File: src/rtl/cfgport_pkg.sv
package cfgport_pkg;
  localparam int BASE_W = 16;

  localparam logic [7:0] IDX_LDN  = 8'h07;
  localparam logic [7:0] IDX_ID   = 8'h20;
  localparam logic [7:0] IDX_REV  = 8'h27;
  localparam logic [7:0] IDX_ACT  = 8'h30;
  localparam logic [7:0] IDX_BHI  = 8'h60;
  localparam logic [7:0] IDX_BLO  = 8'h61;
  localparam logic [7:0] NO_REG   = 8'hFF;

  typedef enum logic [1:0] {
    BR_NONE = 2'd0,
    BR_ACT  = 2'd1,
    BR_BHI  = 2'd2,
    BR_BLO  = 2'd3
  } bank_reg_e;

  function automatic bank_reg_e bank_of(input logic [7:0] idx);
    case (idx)
      IDX_ACT: return BR_ACT;
      IDX_BHI: return BR_BHI;
      IDX_BLO: return BR_BLO;
      default: return BR_NONE;
    endcase
  endfunction
endpackage

File: src/rtl/cfgport_decode.sv
module cfgport_decode #(
  parameter int          ADDR_W   = 16,
  parameter logic [15:0] BASE_PRI = 16'h002E,
  parameter logic [15:0] BASE_ALT = 16'h004E
) (
  input  logic              clk,
  input  logic              rst,
  input  logic              strap_alt,
  input  logic [ADDR_W-1:0] io_addr,
  input  logic              io_wr,
  input  logic              io_rd,
  input  logic [7:0]        io_wdata,
  output logic [7:0]        idx,
  output logic              idx_rd,
  output logic              dat_rd,
  output logic              dat_wr
);
  logic              alt_q;
  logic [ADDR_W-1:0] base;
  logic              at_idx, at_dat;

  assign base   = alt_q ? ADDR_W'(BASE_ALT) : ADDR_W'(BASE_PRI);
  assign at_idx = (io_addr == base);
  assign at_dat = (io_addr == base + ADDR_W'(1));

  assign idx_rd = io_rd && at_idx;
  assign dat_rd = io_rd && at_dat;
  assign dat_wr = io_wr && at_dat;

  always_ff @(posedge clk) begin
    if (rst) alt_q <= strap_alt;
  end

  always_ff @(posedge clk) begin
    if (rst)                  idx <= 8'h00;
    else if (io_wr && at_idx) idx <= io_wdata;
  end

  assert_strap_held_R2: assert property (@(posedge clk) disable iff (rst)
    1'b1 |=> $stable(alt_q));

  assert_idx_hold_R3: assert property (@(posedge clk) disable iff (rst)
    !(io_wr && at_idx) |=> $stable(idx));
endmodule

File: src/rtl/cfgport_devbank.sv
module cfgport_devbank
  import cfgport_pkg::*;
#(
  parameter int NUM_DEV = 4
) (
  input  logic                      clk,
  input  logic                      rst,
  input  logic [7:0]                ldn,
  input  logic                      wr_en,
  input  bank_reg_e                 reg_sel,
  input  logic [7:0]                wdata,
  output logic                      sel_valid,
  output logic [7:0]                sel_byte,
  output logic [NUM_DEV-1:0]        dev_active,
  output logic [NUM_DEV*BASE_W-1:0] dev_base
);
  localparam int SEL_W = (NUM_DEV > 1) ? $clog2(NUM_DEV) : 1;

  logic              act_q  [NUM_DEV];
  logic [BASE_W-1:0] base_q [NUM_DEV];
  logic [SEL_W-1:0]  sel;

  assign sel_valid = ({24'd0, ldn} < NUM_DEV);
  assign sel       = ldn[SEL_W-1:0];

  for (genvar d = 0; d < NUM_DEV; d++) begin : g_dev
    logic hit;
    assign hit = wr_en && sel_valid && (ldn == 8'(d));

    always_ff @(posedge clk) begin
      if (rst) begin
        act_q[d]  <= 1'b0;
        base_q[d] <= '0;
      end else if (hit) begin
        case (reg_sel)
          BR_ACT:  act_q[d]        <= wdata[0];
          BR_BHI:  base_q[d][15:8] <= wdata;
          BR_BLO:  base_q[d][7:0]  <= wdata;
          default: ;
        endcase
      end
    end

    assign dev_active[d]             = act_q[d];
    assign dev_base[d*BASE_W +: BASE_W] = base_q[d];

    assert_other_dev_kept_R11: assert property (@(posedge clk) disable iff (rst)
      !(wr_en && ldn == 8'(d)) |=> ($stable(dev_active[d]) &&
                                    $stable(dev_base[d*BASE_W +: BASE_W])));
  end

  always_comb begin
    sel_byte = NO_REG;
    if (sel_valid) begin
      case (reg_sel)
        BR_ACT:  sel_byte = {7'd0, act_q[sel]};
        BR_BHI:  sel_byte = base_q[sel][15:8];
        BR_BLO:  sel_byte = base_q[sel][7:0];
        default: sel_byte = NO_REG;
      endcase
    end
  end
endmodule

File: src/rtl/cfgport_rdmux.sv
module cfgport_rdmux
  import cfgport_pkg::*;
#(
  parameter logic [7:0] CHIP_ID  = 8'hE9,
  parameter logic [7:0] CHIP_REV = 8'h03
) (
  input  logic       idx_rd,
  input  logic       dat_rd,
  input  logic [7:0] idx,
  input  logic [7:0] ldn,
  input  logic [7:0] bank_byte,
  output logic [7:0] rd_byte
);
  always_comb begin
    rd_byte = NO_REG;
    if (idx_rd) begin
      rd_byte = idx;
    end else if (dat_rd) begin
      case (idx)
        IDX_LDN: rd_byte = ldn;
        IDX_ID:  rd_byte = CHIP_ID;
        IDX_REV: rd_byte = CHIP_REV;
        default: rd_byte = (bank_of(idx) != BR_NONE) ? bank_byte : NO_REG;
      endcase
    end
  end
endmodule

File: src/rtl/cfg_index_port.sv
module cfg_index_port
  import cfgport_pkg::*;
#(
  parameter int          NUM_DEV  = 4,
  parameter int          ADDR_W   = 16,
  parameter logic [15:0] BASE_PRI = 16'h002E,
  parameter logic [15:0] BASE_ALT = 16'h004E,
  parameter logic [7:0]  CHIP_ID  = 8'hE9,
  parameter logic [7:0]  CHIP_REV = 8'h03
) (
  input  logic                      clk,
  input  logic                      rst,
  input  logic                      strap_alt,
  input  logic [ADDR_W-1:0]         io_addr,
  input  logic                      io_wr,
  input  logic                      io_rd,
  input  logic [7:0]                io_wdata,
  output logic [7:0]                io_rdata,
  output logic [NUM_DEV-1:0]        dev_active,
  output logic [NUM_DEV*BASE_W-1:0] dev_base
);
  logic [7:0] idx, ldn_q, bank_byte, rd_byte;
  logic       idx_rd, dat_rd, dat_wr, sel_valid;
  bank_reg_e  reg_sel;

  cfgport_decode #(
    .ADDR_W(ADDR_W), .BASE_PRI(BASE_PRI), .BASE_ALT(BASE_ALT)
  ) u_decode (
    .clk(clk), .rst(rst), .strap_alt(strap_alt), .io_addr(io_addr),
    .io_wr(io_wr), .io_rd(io_rd), .io_wdata(io_wdata), .idx(idx),
    .idx_rd(idx_rd), .dat_rd(dat_rd), .dat_wr(dat_wr)
  );

  assign reg_sel = bank_of(idx);

  always_ff @(posedge clk) begin
    if (rst)                           ldn_q <= 8'h00;
    else if (dat_wr && idx == IDX_LDN) ldn_q <= io_wdata;
  end

  cfgport_devbank #(.NUM_DEV(NUM_DEV)) u_bank (
    .clk(clk), .rst(rst), .ldn(ldn_q), .wr_en(dat_wr), .reg_sel(reg_sel),
    .wdata(io_wdata), .sel_valid(sel_valid), .sel_byte(bank_byte),
    .dev_active(dev_active), .dev_base(dev_base)
  );

  cfgport_rdmux #(.CHIP_ID(CHIP_ID), .CHIP_REV(CHIP_REV)) u_rdmux (
    .idx_rd(idx_rd), .dat_rd(dat_rd), .idx(idx), .ldn(ldn_q),
    .bank_byte(bank_byte), .rd_byte(rd_byte)
  );

  always_ff @(posedge clk) begin
    if (rst)        io_rdata <= NO_REG;
    else if (io_rd) io_rdata <= rd_byte;
  end

  assert_id_readback_R4: assert property (@(posedge clk) disable iff (rst)
    (dat_rd && idx == IDX_ID) |=> (io_rdata == CHIP_ID));

  assert_unpop_ignored_R9: assert property (@(posedge clk) disable iff (rst)
    (dat_wr && !sel_valid) |=> ($stable(dev_active) && $stable(dev_base)));

  assert_rdata_hold_R10: assert property (@(posedge clk) disable iff (rst)
    !io_rd |=> $stable(io_rdata));
endmodule

File: config.mk
export PLATFORM = sky130hd
export DESIGN_NAME = cfg_index_port
export DESIGN_NICKNAME = d
export VERILOG_FILES = /design/src/rtl/cfgport_pkg.sv /design/src/rtl/cfgport_decode.sv /design/src/rtl/cfgport_devbank.sv /design/src/rtl/cfgport_rdmux.sv /design/src/rtl/cfg_index_port.sv
export SDC_FILE = /design/constraint.sdc
export NUM_CORES = 1
export LEC_CHECK = 0
export BUFFER_PORTS_ARGS = -buffer_cell sky130_fd_sc_hd__buf_2
export CAP_MARGIN = 5
export CELL_PAD_IN_SITES_DETAIL_PLACEMENT = 1
export CELL_PAD_IN_SITES_GLOBAL_PLACEMENT = 2
export CORE_MARGIN = 2
export CORE_UTILIZATION = 37
export CTS_BUF_LIST = sky130_fd_sc_hd__clkbuf_2 sky130_fd_sc_hd__clkbuf_4 sky130_fd_sc_hd__clkbuf_8
export DETAILED_ROUTE_END_ITERATION = 7
export PLACE_DENSITY = 0.89
export REMOVE_ABC_BUFFERS = 1
export SETUP_SLACK_MARGIN = 0.4
export SLEW_MARGIN = 10
export SYNTH_ARGS = -nofsm -noshare
export SYNTH_HDL_FRONTEND = slang
export SYNTH_HIERARCHICAL = 1
export SYNTH_SLANG_ARGS = --single-unit
File: constraint.sdc
create_clock -name clk -period 4 [get_ports clk]
set_clock_uncertainty 0.15 [all_clocks]
set_input_delay 0.8 -clock clk [delete_from_list [all_inputs] [get_ports clk]]
set_output_delay 0.8 -clock clk [all_outputs]
set_load 0.005 [all_outputs]
# Yosys cells after proc, flatten, opt, wreduce, memory -nomap -nowiden
# Memory sizes are Yosys's and may differ from the RTL's. A register that Yosys moved wholly into a read port is not among the register bits.
# Cells that the tools add are included.
[totals]
n_memories = 2
ramBits = 68
in_bits = 29
regBits = 25
[classes]
eq_ne = 14
mux = 68
n_lt_le_gt_ge = 1
reduce_logical = 13
bitwise_logic = 12
n_addsub = 1
[memory_table]
columns = ["memory", "words", "word_bits", "rd", "rd_ports_with_merged_regs", "write_ports", "line_no", "text"]
rows = [
  ["u_bank.base_q", 4, 16, 5, 1, 4, "cfgport_devbank.sv:20", "logic [BASE_W-1:0] base_q [NUM_DEV];"],
  ["u_bank.act_q", 4, 1, 5, 1, 4, "cfgport_devbank.sv:19", "logic act_q [NUM_DEV];"],
]
[op_table]
columns = ["op", "count"]
rows = [
  ["8-bit 2-to-1 mux", 12],
  ["8-bit one-hot mux with 3 select lines", 2],
  ["1-bit 2-to-1 mux", 45],
  ["16-bit equality test", 2],
  ["8-bit by 6-bit equality test with 1-bit output (second input constant)", 3],
  ["16-bit by 1-bit adder with 16-bit output (second input constant)", 1],
  ["8-bit by 2-bit equality test with 1-bit output (second input constant)", 2],
  ["8-bit by 7-bit equality test with 1-bit output (second input constant)", 2],
  ["2-bit 2-to-1 mux", 7],
  ["1-bit bitwise OR", 12],
  ["1-bit logical AND", 10],
  ["8-bit by 1-bit equality test with 1-bit output (second input constant)", 1],
  ["8-bit by 3-bit equality test with 1-bit output (second input constant)", 1],
  ["8-bit zero test", 1],
  ["8-bit by 3-bit less-than comparator with 1-bit output (second input constant)", 1],
  ["7-bit 2-to-1 mux", 1],
  ["2-bit one-hot mux with 3 select lines", 1],
  ["2-bit equality test (second input constant)", 2],
  ["3-bit OR reduction", 1],
  ["2-bit by 1-bit equality test with 1-bit output (second input constant)", 1],
  ["2-bit nonzero test", 1],
]

# Logic depth before layout (Yosys ltp)
[depth]
word_depth = 11
depth_mapped = 12
mapped_depth_nobuf = 11

# Hierarchy
# The synthesis kept the hierarchy.
[modules_own_cells]
columns = ["module", "area_each_um2", "seq_area_each_um2", "cells_each", "n_inst"]
rows = [
  ["cfgport_devbank", 3370.7, 2042.0, 250, 1],
  ["cfg_index_port", 708.2, 320.3, 70, 1],
  ["cfgport_decode", 464.2, 190.2, 52, 1],
  ["cfgport_rdmux", 434.2, 0.0, 64, 1],
]

# Worst setup path before layout
# Ideal clock, no wire load.
[synth_path]
path_kind = "in2reg"
start = "in io_addr[11]"
end = "mem u_bank.base_q[0][0], enable pin"
path_stages = 7
slack_ns = 0.823
arrival_ns = 2.640
t_required_ns = 3.463
path_cell_list = "nor4b_2 > and3_1 > buf_6 > and2_4 > and3_1 > nand4_4 > o31ai_1"
[synth_rtl]
columns = ["element", "line_no", "text"]
rows = [
  ["start: declaration", "cfg_index_port.sv:14", "input logic [ADDR_W-1:0] io_addr,"],
  ["end: declaration", "cfgport_devbank.sv:20", ""],
]

# Worst setup path after layout
[layout_path]
start = "reg u_decode.idx[5]"
end = "reg io_rdata[0]"
[layout_between]
elab_cells_between_ends = 20
classes_between = "eq/ne: 9; mux: 10; reduce/logical: 1"
[layout_rtl]
columns = ["element", "line_no", "text"]
rows = [
  ["start: declaration", "cfgport_decode.sv:13", "output logic [7:0] idx,"],
  ["start signal: assignment", "cfgport_decode.sv:36", "else if (io_wr && at_idx) idx <= io_wdata;"],
  ["8-bit by 7-bit equality test with 1-bit output or 8-bit by 6-bit equality test with 1-bit output (tied branches)", "cfgport_pkg.sv:20", "case (idx)"],
  ["2-bit one-hot mux with 3 select lines *", "cfgport_pkg.sv:20", ""],
  ["via reg_sel[1]", "cfg_index_port.sv:24", "bank_reg_e reg_sel;"],
  ["2-bit equality test or 2-bit by 1-bit equality test with 1-bit output (tied branches)", "cfgport_devbank.sv:55", "case (reg_sel)"],
  ["8-bit one-hot mux with 3 select lines *", "cfgport_devbank.sv:55", ""],
  ["8-bit 2-to-1 mux *", "cfgport_devbank.sv:54", "if (sel_valid) begin"],
  ["via bank_byte[0]", "cfg_index_port.sv:22", "logic [7:0] idx, ldn_q, bank_byte, rd_byte;"],
  ["8-bit 2-to-1 mux *", "cfgport_rdmux.sv:23", "default: rd_byte = (bank_of(idx) != BR_NONE) ? bank_byte : NO_REG;"],
  ["8-bit one-hot mux with 3 select lines *", "cfgport_rdmux.sv:19", "case (idx)"],
  ["8-bit 2-to-1 mux *", "cfgport_rdmux.sv:18", "end else if (dat_rd) begin"],
  ["8-bit 2-to-1 mux *", "cfgport_rdmux.sv:16", "if (idx_rd) begin"],
  ["via rd_byte[0]", "cfg_index_port.sv:22", ""],
  ["end signal: assignment", "cfg_index_port.sv:54", "else if (io_rd) io_rdata <= rd_byte;"],
  ["end: declaration", "cfg_index_port.sv:18", "output logic [7:0] io_rdata,"],
]
# Mark *: on every way through the listed nets, which the timed path passes. The rest lies on a longest branch. The select of a mux whose other input is x is not followed.
# A chain may end at the register's enable or synchronous reset.

==> flow_summary_export.csv <==
group,metric,value,unit
cts,numCtsBuffers,9,
synthesis,syn_area_per_cell,11.4,um^2
synthesis,synth_fa_ha_area_frac,0,
synthesis,synth-compound-area-share,0.0998,
synthesis,synthFlopType,"edfxtp_1",
die,coreArea,13200,um^2
critical_path,start_kind,"register",
placed_design,port_buffers,104,
sta,slew_violations,0,
global_routing,grt_start_max_net_pins,37,
job,maxCapViolCount,0,
cts,clk_latency,0.39,ns
sta,finalSetupViolCount,0,
critical_path,r2r_cells,10,
power,finalPower,1910,uW
synthesis,synth_xor_area_frac,0,
die,die_w,120,um
final_layout,most-common-layout-cells,"buf_2, nor2_1, edfxtp_1",
detailed_routing,wl_per_cell,21.1,um
die,start_util,0.377,
final_layout,fillers,1487,
detailed_routing,dr.pass1.iters,4,
die,die_h,120,um
synthesis,ys_async_sr_fraction,0,
synthesis,synth_enable_flop_cells,69,
cts,clock-sinks,93,
critical_path,worst-setup-path-type,"reg2reg",
global_routing,grt_pass1_wl,23.7,mm
critical_path,worstPathMaxFanout,8,
final_layout,mostFrequentLayoutCell,"buf_2",
die,ios,105,
global_routing,track_usage,0.217,
critical_path,end_kind,"register",
power,power.leakage,0.00202,uW
cts,clk_path_buf_depth,2,
global_routing,antenna_found_initial,0,
power,peakVddDrop,0.284,mV
synthesis,synth-simple-area-share,0.236,
synthesis,yosys_warnings,6,
critical_path,required,4.13,ns
final_layout,areaGrowthSynthToFinish,18.1,%
detailed_routing,detail_route.iter0.violations,235,
cts,root_buffer,"clkbuf_8",
placed_design,globalplace.congestion,0.843,
sta,post-route-min-period,3.39,ns
global_routing,grt_pass1_vias,4110,
worst_hold_path,whs_path_depth,2,
sta,rsz0062_at_grt,"no",
critical_path,cp.arrival,3.52,ns
synthesis,netlist_instances,436,
die,fp-row-count,42,
cts,hold_buffers,0,
cts,ctsResizeCount,0,
synthesis,synth_seq_cells,93,
final_layout,num_antenna_cells,0,
synthesis,synth_seq_area_share,0.513,
final_layout,drive_gt1_frac,0.314,
cts,cts_tree,"yes",
sta,tightest_slew,0.915,ns
final_layout,nets,568,
sta,final_hold_viol_count,0,
synthesis,synthDistinctLibCells,53,
worst_hold_path,worstHoldPathType,"reg2reg",
detailed_routing,drc,0,
sta,min_period_over_period,0.848,
global_routing,gr-total-overflow,0,
cts,cts_setup_buffers,0,
sta,max_freq,295,MHz
detailed_routing,wirelength,15.2,mm
placed_design,hpwl,11.7,mm
synthesis,synth_top_family_by_area,"simple AND/OR/NAND/NOR gates",
power,powerDensity,324,nW/um^2
cts,h-tree-depth,3,
sta,max_slew_margin,0.389,
detailed_routing,vias_per_cell,5.57,
status,status,"finished, final reports clean",
cts,clk_pin_slew,0.10,ns
detailed_routing,vias,4009,
synthesis,synth_mux_area_frac,0.109,
synthesis,syn-cell-area,4980,um^2
detailed_routing,ant_nets,0,
die,die_area,14400,um^2
sta,setup_tns,0,ns
## Yosys cell counts, types with 6 or more instances
cell | instances | share of area
mux2_1 | 6 | 0.014
nand4_4 | 7 | 0.030
nand2b_1 | 20 | 0.025
nand2_1 | 19 | 0.014
edfxtp_1 | 69 | 0.42
nor2b_1 | 27 | 0.034
a211o_1 | 8 | 0.014
mux2i_1 | 9 | 0.018
buf_4 | 7 | 0.011
clkbuf_1 | 9 | 0.0068
o211ai_1 | 7 | 0.011
nor2_1 | 76 | 0.057
buf_2 | 8 | 0.0080
o21ai_0 | 22 | 0.022
dfxtp_1 | 24 | 0.097
nand4_1 | 14 | 0.018
mux4_2 | 17 | 0.077
a21oi_1 | 21 | 0.021
## logic make-up (layout without fill, tap and decap cells)
kind of cell,after synthesis,in the layout
and+or+nand+nor,198,198
buffers and inverters,35,143
muxes,32,32
AOI/OAI and AO/OA,78,78
DFF,93,93
## stage by stage
stage | utilization | area [um^2] | worst slack (ns) | hold WS [ns] | cells
floorplan | - | 4780 | 0.693 | 0.324 | 405
global placement | 0.430 | 5670 | 0.680 | 0.361 | 704
CTS | 0.446 | 5880 | 0.648 | 0.393 | 720
detailed placement | 0.430 | 5670 | 0.544 | 0.376 | 704
finish | 0.446 | 5880 | 0.606 | 0.396 | 720
global route | 0.446 | 5880 | 0.404 | 0.404 | 720
## registers in the layout, summed over array words and instances, names as in the netlist
name,cells
u_bank/base_q,64
io_rdata,8
ldn_q,8
u_decode/idx,8
u_bank/act_q,4
u_decode/alt_q,1
## path summary, 6_finish.rpt
kind	startpoint	endpoint	slack, ns
setup / recovery	u_decode/idx[5]$_SDFFE_PP0P_	io_rdata[0]$_SDFFE_PP1P_	0.61
hold / removal	ldn_q[6]$_SDFFE_PP0P_	ldn_q[6]$_SDFFE_PP0P_	0.40
setup reg to reg	u_decode/idx[5]$_SDFFE_PP0P_	io_rdata[0]$_SDFFE_PP1P_	0.61
hold reg to reg	ldn_q[6]$_SDFFE_PP0P_	ldn_q[6]$_SDFFE_PP0P_	0.40
## power by group
group,internal (uW),switching (uW)
clock network,300,381
logic,61.4,66.1
registers,1070,26.0
## cell type report
class / instances / area (um^2) / area share
clock buffer: 9 / 124 / 0.0211
clock inverter: 7 / 82.6 / 0.0140
inverter: 4 / 15.0 / 0.00255
multi-input combinational: 308 / 2210 / 0.376
sequential: 93 / 2550 / 0.434
tap: 176 / 220 / 0.0375
timing repair buffer: 123 / 676 / 0.115
## per-layer routing
| layer | track usage | wire (um) | vias to the layer above |
|---|---|---|---|
| met5 | 0 | 0 | - |
| met4 | 0.0449 | 197 | 0 |
| met3 | 0.0494 | 868 | 19 |
| met2 | 0.378 | 7690 | 131 |
| met1 | 0.277 | 6410 | 2033 |
| li1 | - | - | 1826 |
## critical path, cell delays in order, from the launching register on
cell,delay (ns)
dfxtp_1,0.52
nand3_1,0.19
nor3b_1,0.30
nor2b_1,0.48
nand3_1,0.29
a2bb2oi_1,0.25
mux2_1,0.31
o22a_1,0.20
o32a_1,0.16
a2bb2oi_1,0.15
a211o_1,0.30
Note: power is estimated with default switching activity, not from simulation.
